==> src/rtl/eeprom_wt_pkg.sv <==
package eeprom_wt_pkg;
  typedef enum logic [1:0] {ST_IDLE, ST_ERASE, ST_PROG} wtState_t;

  typedef struct packed {
    logic load;
    logic eraseNow;
    logic progNow;
  } dpCtrl_t;
endpackage

==> src/rtl/eeprom_wt_ctrl.sv <==
module eeprom_wt_ctrl
  import eeprom_wt_pkg::*;
#(
  parameter int TPROG = 16
) (
  input  logic    clk,
  input  logic    rstN,
  input  logic    wrStb,
  input  logic    fixedTime,
  input  logic    targetZero,
  output dpCtrl_t ctl,
  output logic    busy,
  output logic    done
);
  localparam int CNT_W = $clog2(TPROG + 1);
  localparam logic [CNT_W-1:0] RELOAD = CNT_W'(TPROG - 1);

  wtState_t state;
  logic [CNT_W-1:0] cnt;
  logic accept;

  assign accept = wrStb && (state == ST_IDLE);
  assign busy   = (state != ST_IDLE);

  always_comb begin
    ctl          = '0;
    ctl.load     = accept;
    ctl.eraseNow = (state == ST_ERASE) && (cnt == '0);
    ctl.progNow  = (state == ST_PROG) && (cnt == '0);
  end

  always_ff @(posedge clk) begin
    if (!rstN) begin
      state <= ST_IDLE;
      cnt   <= '0;
      done  <= 1'b0;
    end else begin
      done <= ctl.progNow;
      unique case (state)
        ST_IDLE: begin
          if (accept) begin
            state <= (fixedTime || !targetZero) ? ST_ERASE : ST_PROG;
            cnt   <= RELOAD;
          end
        end
        ST_ERASE: begin
          if (cnt == '0) begin
            state <= ST_PROG;
            cnt   <= RELOAD;
          end else begin
            cnt <= cnt - 1'b1;
          end
        end
        ST_PROG: begin
          if (cnt == '0) state <= ST_IDLE;
          else cnt <= cnt - 1'b1;
        end
        default: state <= ST_IDLE;
      endcase
    end
  end
endmodule

==> src/rtl/eeprom_wt_datapath.sv <==
module eeprom_wt_datapath
  import eeprom_wt_pkg::*;
#(
  parameter int WORDS = 8
) (
  input  logic                     clk,
  input  logic                     rstN,
  input  dpCtrl_t                  ctl,
  input  logic [$clog2(WORDS)+1:0] wrAddr,
  input  logic [31:0]              wrData,
  input  logic                     wrWord,
  input  logic [$clog2(WORDS)-1:0] rdAddr,
  output logic [31:0]              rdData,
  output logic                     targetZero
);
  localparam int IDX_W = $clog2(WORDS);
  localparam int ADDR_W = IDX_W + 2;

  logic [31:0] mem [WORDS];
  logic [IDX_W-1:0] curIdx;
  logic [1:0] curLane;
  logic [31:0] curData;
  logic curWord;

  logic [IDX_W-1:0] inIdx;
  logic [1:0] inLane;
  logic [31:0] inWordVal;

  assign inIdx     = wrAddr[ADDR_W-1:2];
  assign inLane    = wrAddr[1:0];
  assign inWordVal = mem[inIdx];
  assign targetZero = wrWord ? (inWordVal == '0) : (inWordVal[inLane*8 +: 8] == 8'h00);
  assign rdData = mem[rdAddr];

  always_ff @(posedge clk) begin
    if (!rstN) begin
      curIdx  <= '0;
      curLane <= '0;
      curData <= '0;
      curWord <= 1'b0;
    end else if (ctl.load) begin
      curIdx  <= inIdx;
      curLane <= inLane;
      curData <= wrData;
      curWord <= wrWord;
    end
  end

  always_ff @(posedge clk) begin
    if (!rstN) begin
      for (int i = 0; i < WORDS; i++) mem[i] <= '0;
    end else if (ctl.eraseNow) begin
      if (curWord) mem[curIdx] <= '0;
      else mem[curIdx][curLane*8 +: 8] <= 8'h00;
    end else if (ctl.progNow) begin
      if (curWord) mem[curIdx] <= curData;
      else mem[curIdx][curLane*8 +: 8] <= curData[7:0];
    end
  end
endmodule

==> src/rtl/eeprom_write_timer.sv <==
module eeprom_write_timer
  import eeprom_wt_pkg::*;
#(
  parameter int WORDS = 8,
  parameter int TPROG = 16,
  localparam int IDX_W = $clog2(WORDS),
  localparam int ADDR_W = IDX_W + 2
) (
  input  logic              clk,
  input  logic              rstN,
  input  logic              wrStb,
  input  logic [ADDR_W-1:0] wrAddr,
  input  logic [31:0]       wrData,
  input  logic              wrWord,
  input  logic              fixedTime,
  output logic              busy,
  output logic              done,
  input  logic [IDX_W-1:0]  rdAddr,
  output logic [31:0]       rdData,
  output logic              rdValid
);
  dpCtrl_t ctl;
  logic targetZero;

  eeprom_wt_ctrl #(.TPROG(TPROG)) ctrl_i (
    .clk(clk), .rstN(rstN), .wrStb(wrStb), .fixedTime(fixedTime),
    .targetZero(targetZero), .ctl(ctl), .busy(busy), .done(done)
  );

  eeprom_wt_datapath #(.WORDS(WORDS)) dp_i (
    .clk(clk), .rstN(rstN), .ctl(ctl), .wrAddr(wrAddr), .wrData(wrData),
    .wrWord(wrWord), .rdAddr(rdAddr), .rdData(rdData), .targetZero(targetZero)
  );

  assign rdValid = !busy;
endmodule

==> config.mk <==
export PLATFORM = sky130hd
export DESIGN_NAME = eeprom_write_timer
export DESIGN_NICKNAME = d
export VERILOG_FILES = /design/src/rtl/eeprom_wt_pkg.sv /design/src/rtl/eeprom_wt_ctrl.sv /design/src/rtl/eeprom_wt_datapath.sv /design/src/rtl/eeprom_write_timer.sv
export SDC_FILE = /design/constraint.sdc
export NUM_CORES = 1
export LEC_CHECK = 0
export ABC_AREA = 1
export BUFFER_PORTS_ARGS = -buffer_cell sky130_fd_sc_hd__clkbuf_2
export CORE_MARGIN = 2
export CORE_UTILIZATION = 34
export DETAILED_ROUTE_END_ITERATION = 8
export GPL_TIMING_DRIVEN = 1
export PLACE_DENSITY = 0.57
export SLEW_MARGIN = 20
export SYNTH_ARGS = -nofsm -noshare
export SYNTH_HDL_FRONTEND = slang
export SYNTH_SLANG_ARGS = --single-unit
==> constraint.sdc <==
create_clock -name clk -period 4.1 [get_ports clk]
set_clock_uncertainty 0.15 [all_clocks]
set_input_delay 0.82 -clock clk [delete_from_list [all_inputs] [get_ports clk]]
set_output_delay 0.82 -clock clk [all_outputs]
set_load 0.02 [all_outputs]
# After elaboration in Yosys (flattened, before gate mapping)
# Memory sizes are Yosys's and may differ from the RTL's.
# Cells that the tools add are included.
# op_classes
n_eq_ne	6
order_cmp	0
div	0
add_sub_neg	2
n_reduce_logical	15
shift	4
bitwise	96
multipliers	0
n_mux	126
# ops
cell	n
$mux 32	4
$mux 1	112
$or 1x1->1	96
$neg 5->34	1
$shift 8x34->32 const A	1
$shiftx 8x34->32	1
$shiftx 8x34->32 const A	1
$logic_not 32->1	1
$reduce_or 32->1	1
$shiftx 32x6->8	1
$mux 5	3
$pmux 5 s3	1
$logic_not 8->1	1
$mux 2	4
$ne 2x2->1 const B	3
$pmux 2 s3	1
$reduce_and 3->1	2
$logic_not 5->1	1
$sub 5x1->5 const B	1
$logic_and 1x1->1	3
$mux 3	1
$reduce_bool 3->1	1
$eq 2x1->1 const B	1
$eq 2x2->1 const B	1
other kinds (5)	6
# totals
memories	1
ram_bits	256
wordCells	257
rom_bits	0
latchBits	0
in_bits	45
out_inout_bits	35
register_bits	46
# mem_list
memory	words	word_bits	rd	rd_clocked_by_memory_dff	write_ports	line_no	text
dp_i.mem	8	32	2	0	8	eeprom_wt_datapath.sv:19	logic [31:0] mem [WORDS];

# Longest topological paths before layout
# Gate-level depths: netlist (run 1).
# logic_depth
ltp_word	10
depth_mapped	15
mapped_depth_nobuf	14

# Cells and area by module
# Synthesis (run 1) repeated with hierarchy kept, for this count alone.
# hier_totals
hier_cells	1676
area_unflattened_um2	14710.4
# by_module_without_submodules
mod	cells_each	n_inst	area_each_um2	seq_area_each_um2
eeprom_wt_datapath	1595	1	14124.8	8448.1
eeprom_wt_ctrl	80	1	581.8	160.2
eeprom_write_timer	1	1	3.8	0.0

# Worst setup path after synthesis (run 1)
# Ideal clock, no wire load.
# synth_timing
kind	input-to-output
from	in rdAddr[0]
to	out rdData[27]
cell_stages	7
n_path_buf	3
arrival_ns	2.238
setup_slack_ns	0.892
cell_sequence	clkbuf_1 -> clkinv_1 -> clkbuf_1 -> clkbuf_1 -> a21oi_1 -> o21ai_0 -> a31oi_1
# synth_via
elab_chain_cells	1
# synth_lines
element	line_no	text
from (decl)	eeprom_write_timer.sv:18	input logic [IDX_W-1:0] rdAddr,
$mem_v2 8x32	n/a	
to (decl)	eeprom_write_timer.sv:19	output logic [31:0] rdData,
# No other way between the ends.

# Worst setup path in the final report (run 1)
# layout_timing
from	in rdAddr[0]
to	out rdData[7]
# Same word-level chain as after synthesis.

==> flow_metrics.env, run 1 <==
export IMPL_outcome="finished clean"
export IMPL_design_final_nets=1899
export IMPL_cts_tree="built"
export IMPL_max_cap_violations=0
export IMPL_synth_largest_area_cell="edfxtp_1"
export IMPL_regToRegEndpoint="dp_i.mem[1][14]$_SDFFCE_PN0P_"
export IMPL_std_cell_rows=77
export IMPL_tightest_slew_ps=846.5
export IMPL_synth_yosys_warnings=0
export IMPL_timing_critical_path_from_type="input port"
export IMPL_synth_top_cells_by_count="521 x nor2_1, 256 x edfxtp_1, 233 x nand2_1"
export IMPL_timing_rr_start="ctrl_i.cnt[2]$_SDFFE_PN0P_"
export IMPL_syn2layout_area_growth_pct=14.42
export IMPL_ratio_of_cells_with_drive_above_1_in_the_final_layout_pct=10.33
export IMPL_final_min_period_over_clock_period_pct=81.68
export IMPL_numClockSinks=302
export IMPL_grt_start_max_net_pins=133
export IMPL_syn_area_per_cell_um2=8.472
export IMPL_final_setup_tns_ps=0
export IMPL_grt_antenna_before_repair=0
export IMPL_route_final_wire_length_um=46320
export IMPL_drt_pass1_iterations=6
export IMPL_p_clk_share_pct=37.8
export IMPL_p_int_mw=5.669
export IMPL_total_clock_buffers_created_by_cts=34
export IMPL_power_leakage_nw=6.884
export IMPL_count_of_hold_buffers_inserted_by_post_cts_repair=0
export IMPL_critical_path_required_ps=3130
export IMPL_place_inst=2400
export IMPL_clk_latency_ps=520
export IMPL_hpwlAfterDp_um=32970
export IMPL_grt_first_pass_wirelength_um=70840
export IMPL_cts_resized=0
export IMPL_fin_util_pct=39.17
export IMPL_io_buffer_count=79
export IMPL_hold_path_end="dp_i.curData[23]$_SDFFE_PN0P_"
export IMPL_total_standard_cell_area_after_synthesis_um2=15070
export IMPL_achievable_frequency_mhz=298.6
export IMPL_finish_cell_count_without_fillers=2461
export IMPL_clock_tree_root_cell="clkbuf_16"
export IMPL_hold_path_class="flip-flop to flip-flop"
export IMPL_worst_ir_drop_vdd_mv=0.3333
export IMPL_worst_endpoint_arrival_ps=2380
export IMPL_unrepaired_setup_endpoints_after_global_routing="false"
export IMPL_hold_viol=0
export IMPL_grtUsageTotal_pct=19.84
export IMPL_synth_seq_area_share_pct=57.11
export IMPL_p_comb_share_pct=15.2
export IMPL_vias=12768
export IMPL_floorplan_initialDensity_pct=34.23
export IMPL_num_antenna_cells=0
export IMPL_power_density_cell_area_nw_per_um2=459.5
export IMPL_synth_enable_flop_cells=256
export IMPL_power_share_switching_pct=28.45
export IMPL_worstPathMaxFanout=44
export IMPL_clockBufferDepth=3
export IMPL_timing_max_slew_rel_slack_pct=43.22
export IMPL_hold_sp="dp_i.curData[23]$_SDFFE_PN0P_"
export IMPL_pre_cts_ws_ps=764.0
export IMPL_routabilityCongestion=0.9026
export IMPL_post_cts_repair_setup_buffers=0
export IMPL_timing_setup_critical_path_class="input port to output pin"
export IMPL_ys_dominant_reg_cell="edfxtp_1"
export IMPL_clk_transition_reported_paths_ps=60
export IMPL_flip_flop_and_latch_count_after_synthesis=302
export IMPL_total_global_routing_overflow=0
export IMPL_drtIter0Drc=1431
export IMPL_timing_hold_ws_ps=340.6
export IMPL_number_of_antenna_violating_nets_in_the_routed_design=0
export IMPL_postSynth_asyncResetShare_pct=0
export IMPL_design_core_area_um2=44030
export IMPL_total_switching_power_mw=2.254
export IMPL_dpl_instance_area_um2=16170
export IMPL_finalSetupViolCount=0
export IMPL_synthesis_instances=1779
export IMPL_whs_path_depth=2
export IMPL_totalPowerFinal_mw=7.923
export IMPL_cts_htree_levels=2
export IMPL_yosysUniqueCellTypes=36
export IMPL_period_minus_slack_ps=3349
export IMPL_via_per_inst=5.188
export IMPL_setup_slack_ps=751.2
export IMPL_vias_in_the_first_global_route=12043
export IMPL_die_height_um=214.5
export IMPL_worst_setup_path_end_kind="output pin"
export IMPL_synth_top_cells_by_area="edfxtp_1 51%, nor2_1 13%, o21ai_0 6.3%"
export IMPL_final_area_um2=17250
export IMPL_floorplan_die_area_um2=46030
export IMPL_remaining_drc_errors=0
export IMPL_floorplan_die_width_um=214.5
export IMPL_pin_count=80
export IMPL_synth_most_common_cell="nor2_1"
export IMPL_regToRegSetupSlack_ps=960
export IMPL_synth_largest_type_area_fraction_pct=51.00
export IMPL_timing_max_transition_violations_final=0
export IMPL_fillerInstances=4509
export IMPL_r2r_cells=12
export IMPL_pwr_share_seq_pct=47.0
export IMPL_nets_in_the_synthesized_netlist=1834
export IMPL_routed_wire_per_std_cell_um=18.82
area by class of cell:
type / count / area [µm²] / area share [%]
clock buffer: 44 / 909.6 / 5.275
clock inverter: 17 / 161.4 / 0.9359
inverter: 178 / 668.1 / 3.874
multi-input combinational: 1225 / 5517 / 31.99
sequential: 302 / 8608 / 49.92
tap: 592 / 740.7 / 4.295
timing repair buffer: 103 / 640.6 / 3.715
cell families after synthesis:
family / synth area share [%]
and+or+nand+nor: 24.49
xor gates and xnor gates: 0.1744
DFF: 57.11
adders and majority gates: 0.8302
AOI/OAI and AO/OA: 11.11
buffers and inverters: 6.284
worst max path at each step:
stage               cells past startpoint       from    endpoint
floorplan                               7  rdAddr[0]  rdData[27]
global placement                        8  rdAddr[0]   rdData[7]
detailed placement                      8  rdAddr[0]   rdData[7]
CTS                                     8  rdAddr[0]   rdData[7]
global route                            8  rdAddr[0]  rdData[17]
finish                                  8  rdAddr[0]   rdData[7]
critical path: stages:
cell and delay (ps):
buf_4 130, inv_2 290, buf_12 260, nor2_1 80, o22ai_1 190, nor2_1 80, a31oi_1 260, clkbuf_2 240
power by group through the flow:
stage / registers, mW / logic [mW] / clock network [mW]
after floorplan: 3.70 / 0.865 / 0
after global placement: 3.78 / 1.19 / 0
after detailed placement: 3.78 / 1.21 / 0
after CTS: 3.72 / 1.21 / 3.04
after global routing: 3.75 / 1.35 / 3.15
final: 3.72 / 1.21 / 2.99
registers in the layout, indices dropped and copies added, names as in the netlist:
register / flops
ctrl_i.cnt: 5
dp_i.curLane: 2
ctrl_i.done: 1
dp_i.curData: 32
dp_i.curWord: 1
dp_i.mem: 256
ctrl_i.state: 2
dp_i.curIdx: 3
cell usage in the layout, fill, tap and decap left out, types with 4 or more instances in the layout:
master       n
nor2_1     521
edfxtp_1   256
nand2_1    233
o21ai_0    190
inv_1      171
clkbuf_2    78
nand3_1     73
dfxtp_1     46
nor3_1      42
a21oi_1     37
clkbuf_16   35
a31oi_1     32
o22ai_1     26
buf_4       20
o21ai_2     11
or2_2       11
nand2_2     10
ha_1        10
clkinv_1     9
clkbuf_1     9
clkinv_2     6
nand4_1      5
buf_12       5
o211ai_1     4
metal layers:
layer / vias up / wire length (µm) / track usage, %
met5: - / 0 / 0
met4: 0 / 1269 / 6.042
met3: 86 / 4014 / 2.652
met2: 623 / 20540 / 30.85
met1: 6016 / 20500 / 28.77
li1: 6043 / - / -
Power figures use the tool's default switching activity.
==> inputs of run 2 (changes only) <==
- clock period: 4.1 -> 3.1 ns (I/O delays scaled with it)
==> run 2 against run 1 <==
Die area unchanged. Global-route usage increased by 0.25 points. Design area is 1.5% higher. Non-clock buffer count rose by 29. Critical path depth decreased by 1. Sequential power grew 32%. Largest cell class unchanged. Largest power group unchanged. Highest routed layer unchanged.
==> flow_metrics.env, run 2 (same netlist as run 1, synthesis figures left out) <==
export IMPL_outcome="finished clean"
export IMPL_worst_endpoint_arrival_ps=2170
export IMPL_post_cts_repair_setup_buffers=0
export IMPL_num_antenna_cells=0
export IMPL_timing_max_slew_rel_slack_pct=41.42
export IMPL_drt_pass1_iterations=5
export IMPL_r2r_cells=11
export IMPL_die_height_um=214.5
export IMPL_routed_wire_per_std_cell_um=18.69
export IMPL_crit_cells=7
export IMPL_route_final_wire_length_um=46530
export IMPL_critical_path_required_ps=2330
export IMPL_worstPathMaxFanout=47
export IMPL_total_clock_buffers_created_by_cts=35
export IMPL_finalSetupViolCount=0
export IMPL_clk_transition_reported_paths_ps=60
export IMPL_p_comb_share_pct=15.9
export IMPL_count_of_hold_buffers_inserted_by_post_cts_repair=0
export IMPL_design_final_nets=1929
export IMPL_routabilityCongestion=0.9148
export IMPL_ratio_of_cells_with_drive_above_1_in_the_final_layout_pct=11.86
export IMPL_period_minus_slack_ps=2941
export IMPL_design_core_area_um2=44030
export IMPL_grt_start_max_net_pins=69
export IMPL_floorplan_initialDensity_pct=34.23
export IMPL_pwr_share_seq_pct=46.4
export IMPL_drtIter0Drc=1488
export IMPL_hpwlAfterDp_um=33140
export IMPL_max_flop_register="dp_i.mem"
export IMPL_cts_htree_levels=2
export IMPL_floorplan_die_width_um=214.5
export IMPL_power_share_switching_pct=28.70
export IMPL_timing_setup_critical_path_class="input port to output pin"
export IMPL_finish_cell_count_without_fillers=2489
export IMPL_vias_in_the_first_global_route=12055
export IMPL_grtUsageTotal_pct=20.08
export IMPL_hold_viol=0
export IMPL_cp_cell_sequence="buf_4 -> buf_4 -> o21ai_0 -> o22ai_1 -> nor2_1 -> a31oi_1 -> clkbuf_2"
export IMPL_power_leakage_nw=7.041
export IMPL_grt_antenna_before_repair=0
export IMPL_io_buffer_count=79
export IMPL_final_min_period_over_clock_period_pct=94.87
export IMPL_max_cap_violations=0
export IMPL_timing_critical_path_from_type="input port"
export IMPL_syn2layout_area_growth_pct=16.15
export IMPL_pin_count=80
export IMPL_largest_reg_flops=256
export IMPL_worst_setup_path_end_kind="output pin"
export IMPL_timing_max_transition_violations_final=0
export IMPL_cts_tree="built"
export IMPL_number_of_antenna_violating_nets_in_the_routed_design=0
export IMPL_grt_first_pass_wirelength_um=70970
export IMPL_final_setup_tns_ps=0
export IMPL_worst_ir_drop_vdd_mv=0.6286
export IMPL_p_int_mw=7.540
export IMPL_floorplan_die_area_um2=46030
export IMPL_remaining_drc_errors=0
export IMPL_unrepaired_setup_endpoints_after_global_routing="false"
export IMPL_whs_path_depth=3
export IMPL_biggestRegsByFlops="dp_i.mem (256), dp_i.curData (32), ctrl_i.cnt (5)"
export IMPL_place_inst=2429
export IMPL_tightest_slew_ps=865.1
export IMPL_total_global_routing_overflow=0
export IMPL_crit_slowest_cell="buf_4"
export IMPL_numClockSinks=302
export IMPL_layout_cells_most_common_list="521 x nor2_1, 256 x edfxtp_1, 228 x nand2_1"
export IMPL_cpPeakStageDelay_ps=430
export IMPL_p_clk_share_pct=37.7
export IMPL_via_per_inst=5.127
export IMPL_std_cell_rows=77
export IMPL_clk_latency_ps=560
export IMPL_total_switching_power_mw=3.035
export IMPL_critical_path_buf_inv_count=3
export IMPL_critical_path_top_delay_family="buffers and inverters"
export IMPL_layout_cells_most_common="nor2_1"
export IMPL_clockBufferDepth=3
export IMPL_vias=12760
export IMPL_hold_path_class="input port to flip-flop"
export IMPL_achievable_frequency_mhz=340.0
export IMPL_power_density_cell_area_nw_per_um2=604.1
export IMPL_critical_path_most_common_cell="buf_4"
export IMPL_fillerInstances=4396
export IMPL_clock_tree_root_cell="clkbuf_16"
run 2: cell types whose count changed in the layout (fill, tap and decap cells not counted), sizes merged:
cell / change
buf: +29
bufinv: -2
clkbuf: +7
clkinv: -4
clkinvlp: -1
inv: -1
run 2: worst register-to-register path, stage by stage (launching register included):
cell and delay (ps):
dfxtp_1 330, or2_1 240, inv_2 70, nand2_2 40, nor2_2 160, and2_1 210
inv_1 80, nor3_1 300, nand2_1 120, nand3_2 280, nand2_2 240, nand2_1 380
run 2: metrics by stage:
stage	power, mW	setup slack [ps]	cell area [µm²]	hold slack (ps)	utilization [%]
2_1_floorplan	6.041	292.0	15070	305.9	-
3_3_place_gp	6.625	188.8	16420	320.1	37.29
3_5_place_dp	6.656	146.1	16420	326.0	37.29
4_1_cts	10.61	176.4	17490	151.4	39.73
5_1_grt	11.01	8.197	17510	174.6	39.76
6_report	10.58	159.1	17510	164.7	39.76
run 2: layout make-up:
| cell class | instances | area [µm²] | share of cell area [%] |
|---|---|---|---|
| Tap cell | 592 | 740.7 | 4.231 |
| Clock buffer | 51 | 1012 | 5.782 |
| Multi-Input combinational cell | 1225 | 5529 | 31.58 |
| Sequential cell | 302 | 8608 | 49.17 |
| Clock inverter | 9 | 65.06 | 0.3716 |
| Timing Repair Buffer | 132 | 883.3 | 5.046 |
| Inverter | 178 | 668.1 | 3.816 |
run 2: path summary, 6_finish.rpt:
| path | start | end | slack, ps |
|---|---|---|---|
| worst min register to register | dp_i.curData[25]$_SDFFE_PN0P_ | dp_i.curData[25]$_SDFFE_PN0P_ | 330 |
| worst max register to register | ctrl_i.cnt[2]$_SDFFE_PN0P_ | dp_i.mem[6][21]$_SDFFCE_PN0P_ | 160 |
| worst min-delay path | wrData[18] | dp_i.curData[18]$_SDFFE_PN0P_ | 160 |
| worst max-delay path | rdAddr[0] | rdData[7] | 160 |
run 2: power by group through the flow:
stage,Sequential [mW],Combinational (mW),Clock [mW]
floorplan,4.90,1.14,0
finish,4.90,1.69,3.99
global route,4.94,1.87,4.20
global placement,4.97,1.66,0
detailed placement,4.98,1.67,0
CTS,4.90,1.68,4.03
run 2: per-layer routing:
layer | share of wire (%) | global-route usage [%] | wire [µm]
met1 | 44 | 28.50 | 20440
met2 | 44 | 30.95 | 20590
met3 | 8.3 | 2.879 | 3885
met4 | 3.5 | 8.009 | 1615
met5 | 0 | 0 | 0
run 2: repair_timing:
action                                  4_1_cts  5_1_grt
hold endpoints to repair                      0        0
resized for setup                             0        5
endpoints found under the setup margin        0       40
==> inputs of run 3 (changes only) <==
- PLACE_DENSITY: 0.57 -> 0.56
- SYNTH_HIERARCHICAL: default -> 1
==> run 3 against run 2 <==
Die area is 2.4% lower. Routed wire length down 4.3%. Setup slack improved by 78 ps. Design area is 1.7% lower. Critical endpoint is now dp_i/mem[5][0]$_SDFFCE_PN0P_. Largest power group unchanged.
==> flow_metrics.env, run 3 <==
export IMPL_outcome="finished clean"
export IMPL_synth_top_cells_by_count="610 x nor2_1, 256 x edfxtp_1, 222 x nand2_1"
export IMPL_grt_start_max_net_pins=68
export IMPL_count_of_hold_buffers_inserted_by_post_cts_repair=0
export IMPL_regToRegEndpoint="dp_i/mem[5][0]$_SDFFCE_PN0P_"
export IMPL_clockBufferDepth=3
export IMPL_die_height_um=212.0
export IMPL_critical_path_required_ps=3310
export IMPL_clock_tree_root_cell="clkbuf_16"
export IMPL_finish_cell_count_without_fillers=2389
export IMPL_floorplan_initialDensity_pct=34.30
export IMPL_fin_util_pct=40.13
export IMPL_cts_tree="built"
export IMPL_synth_largest_type_area_fraction_pct=52.26
export IMPL_p_int_mw=7.646
export IMPL_synth_largest_area_cell="edfxtp_1"
export IMPL_p_comb_share_pct=15.8
export IMPL_clk_latency_ps=530
export IMPL_power_density_cell_area_nw_per_um2=621.2
export IMPL_routed_wire_per_std_cell_um=18.64
export IMPL_synth_top_cells_by_area="edfxtp_1 52%, nor2_1 16%, dfxtp_1 6.3%"
export IMPL_final_setup_tns_ps=0
export IMPL_route_final_wire_length_um=44540
export IMPL_grt_first_pass_wirelength_um=67740
export IMPL_nets_in_the_synthesized_netlist=1730
export IMPL_power_share_switching_pct=28.48
export IMPL_remaining_drc_errors=0
export IMPL_clk_transition_reported_paths_ps=60
export IMPL_via_per_inst=5.170
export IMPL_synthesis_instances=1676
export IMPL_place_inst=2328
export IMPL_final_min_period_over_clock_period_pct=92.35
export IMPL_numClockSinks=302
export IMPL_vias=12350
export IMPL_timing_setup_critical_path_class="flip-flop to flip-flop"
export IMPL_worst_ir_drop_vdd_mv=0.3943
export IMPL_post_cts_repair_setup_buffers=0
export IMPL_largest_reg_flops=256
export IMPL_total_global_routing_overflow=0
export IMPL_vias_in_the_first_global_route=11782
export IMPL_power_leakage_nw=6.370
export IMPL_hold_path_class="input port to flip-flop"
export IMPL_synth_seq_area_share_pct=58.52
export IMPL_postSynth_asyncResetShare_pct=0
export IMPL_total_standard_cell_area_after_synthesis_um2=14710
export IMPL_synth_most_common_cell="nor2_1"
export IMPL_max_flop_register="dp_i/mem"
export IMPL_floorplan_die_area_um2=44950
export IMPL_cts_htree_levels=2
export IMPL_timing_critical_path_from_type="flip-flop"
export IMPL_worstPathMaxFanout=8
export IMPL_total_clock_buffers_created_by_cts=35
export IMPL_final_area_um2=17210
export IMPL_setup_slack_ps=237.2
export IMPL_regToRegSetupSlack_ps=240
export IMPL_syn2layout_area_growth_pct=16.99
export IMPL_worst_endpoint_arrival_ps=3070
export IMPL_total_switching_power_mw=3.044
export IMPL_ratio_of_cells_with_drive_above_1_in_the_final_layout_pct=12.80
export IMPL_period_minus_slack_ps=2863
export IMPL_yosysUniqueCellTypes=41
export IMPL_grtUsageTotal_pct=19.80
export IMPL_hold_viol=0
export IMPL_dpl_instance_area_um2=16090
export IMPL_whs_path_depth=3
export IMPL_layout_cells_most_common="nor2_1"
export IMPL_max_cap_violations=0
export IMPL_pre_cts_ws_ps=232.9
export IMPL_grt_antenna_before_repair=1
export IMPL_pwr_share_seq_pct=46.3
export IMPL_synth_enable_flop_cells=256
export IMPL_hpwlAfterDp_um=31910
export IMPL_syn_area_per_cell_um2=8.777
export IMPL_floorplan_die_width_um=212.0
export IMPL_num_antenna_cells=0
export IMPL_achievable_frequency_mhz=349.3
export IMPL_worst_setup_path_end_kind="flip-flop"
export IMPL_timing_rr_start="ctrl_i/cnt[0]$_SDFFE_PN0P_"
export IMPL_design_final_nets=1834
export IMPL_io_buffer_count=79
export IMPL_hold_sp="wrData[30]"
export IMPL_timing_max_slew_rel_slack_pct=33.53
export IMPL_flip_flop_and_latch_count_after_synthesis=302
export IMPL_tightest_slew_ps=997.0
export IMPL_routabilityCongestion=0.9282
export IMPL_ys_dominant_reg_cell="edfxtp_1"
export IMPL_timing_max_transition_violations_final=0
export IMPL_drt_pass1_iterations=5
export IMPL_unrepaired_setup_endpoints_after_global_routing="false"
export IMPL_finalSetupViolCount=0
export IMPL_number_of_antenna_violating_nets_in_the_routed_design=0
export IMPL_drtIter0Drc=1286
export IMPL_synth_yosys_warnings=6
export IMPL_pin_count=80
export IMPL_r2r_cells=10
export IMPL_design_core_area_um2=42890
export IMPL_hold_path_end="dp_i/curData[30]$_SDFFE_PN0P_"
export IMPL_layout_cells_most_common_list="610 x nor2_1, 256 x edfxtp_1, 222 x nand2_1"
export IMPL_biggestRegsByFlops="dp_i/mem (256), dp_i/curData (32), ctrl_i/cnt (5)"
export IMPL_p_clk_share_pct=37.9
export IMPL_std_cell_rows=76
==> run 3: cell types whose count changed after synthesis, sizes merged, moves of 5 or more <==
cell / change
a22oi: +16
o21ai: -31
buf: +14
nand3: -51
clkbuf: -18
a21oi: -6
a21boi: +8
nor2: +89
nand4: +5
inv: -107
nand2: -18
==> run 3: worst max-delay path, cell delays in order, from the launching register on <==
cell     delay, ps
dfxtp_1        310
inv_1          110
ha_1           320
nand4_4        160
inv_1          100
inv_1           40
nor2_1         180
nand3_1        160
o21ai_1        420
nand3_1        530
nor2_1         230
==> run 3: cell families (layout without fill, tap and decap cells) <==
group / Yosys count / after routing / synth area share (%)
buf+inv: 142 / 270 / 3.845
compound gates: 292 / 292 / 11.58
xor+xnor: 1 / 1 / 0.05955
simple gates: 930 / 930 / 25.23
fa+ha+maj: 9 / 9 / 0.7655
flops: 302 / 302 / 58.52
==> run 3: cell type report <==
cell class	count	area (µm²)
clock buffer	48	987.2
clock inverter	13	131.4
fill	4359	25680
tap	585	732.0
sequential	302	8608
timing repair buffer	137	920.9
multi-input combinational	1232	5542
inverter	72	287.8
==> run 3: power groups by stage <==
stage | Sequential (mW) | Clock, mW | Combinational (mW)
finish | 4.95 | 4.05 | 1.69
global placement | 5.03 | 0 | 1.65
floorplan | 4.94 | 0 | 1.17
CTS | 4.94 | 4.11 | 1.68
detailed placement | 5.03 | 0 | 1.67
global route | 4.99 | 4.27 | 1.87
==> run 3: stage by stage <==
stage | power, mW | hold WS (ps)
after floorplan | 6.108 | 293.6
after global placement | 6.680 | 311.0
after detailed placement | 6.699 | 304.9
after CTS | 10.74 | 147.7
after global routing | 11.13 | 172.5
final | 10.69 | 161.2
==> run 3: worst max-delay path by stage <==
stage	slack, ps	end	from
2_1_floorplan	460	rdData[10]	rdAddr[0]
3_3_place_gp	230	rdData[24]	rdAddr[0]
3_5_place_dp	230	dp_i/mem[0][30]$_SDFFCE_PN0P_	ctrl_i/cnt[0]$_SDFFE_PN0P_
4_1_cts	180	dp_i/mem[0][30]$_SDFFCE_PN0P_	ctrl_i/cnt[0]$_SDFFE_PN0P_
5_1_grt	20	dp_i/mem[1][28]$_SDFFCE_PN0P_	ctrl_i/cnt[0]$_SDFFE_PN0P_
6_report	240	dp_i/mem[5][0]$_SDFFCE_PN0P_	ctrl_i/cnt[0]$_SDFFE_PN0P_
==> run 3: per-layer routing <==
metal	vias up	global-route usage [%]	routed length [µm]
li1	5878	-	-
met1	5871	27.84	19780
met2	510	31.06	20110
met3	89	3.102	3274
met4	2	6.921	1366
met5	-	0	14
==> run 3: repair_timing <==
action                                 CTS  global route
endpoints found under the hold margin    0             0
gates resized for setup                  0             1
setup endpoints to repair                0             1
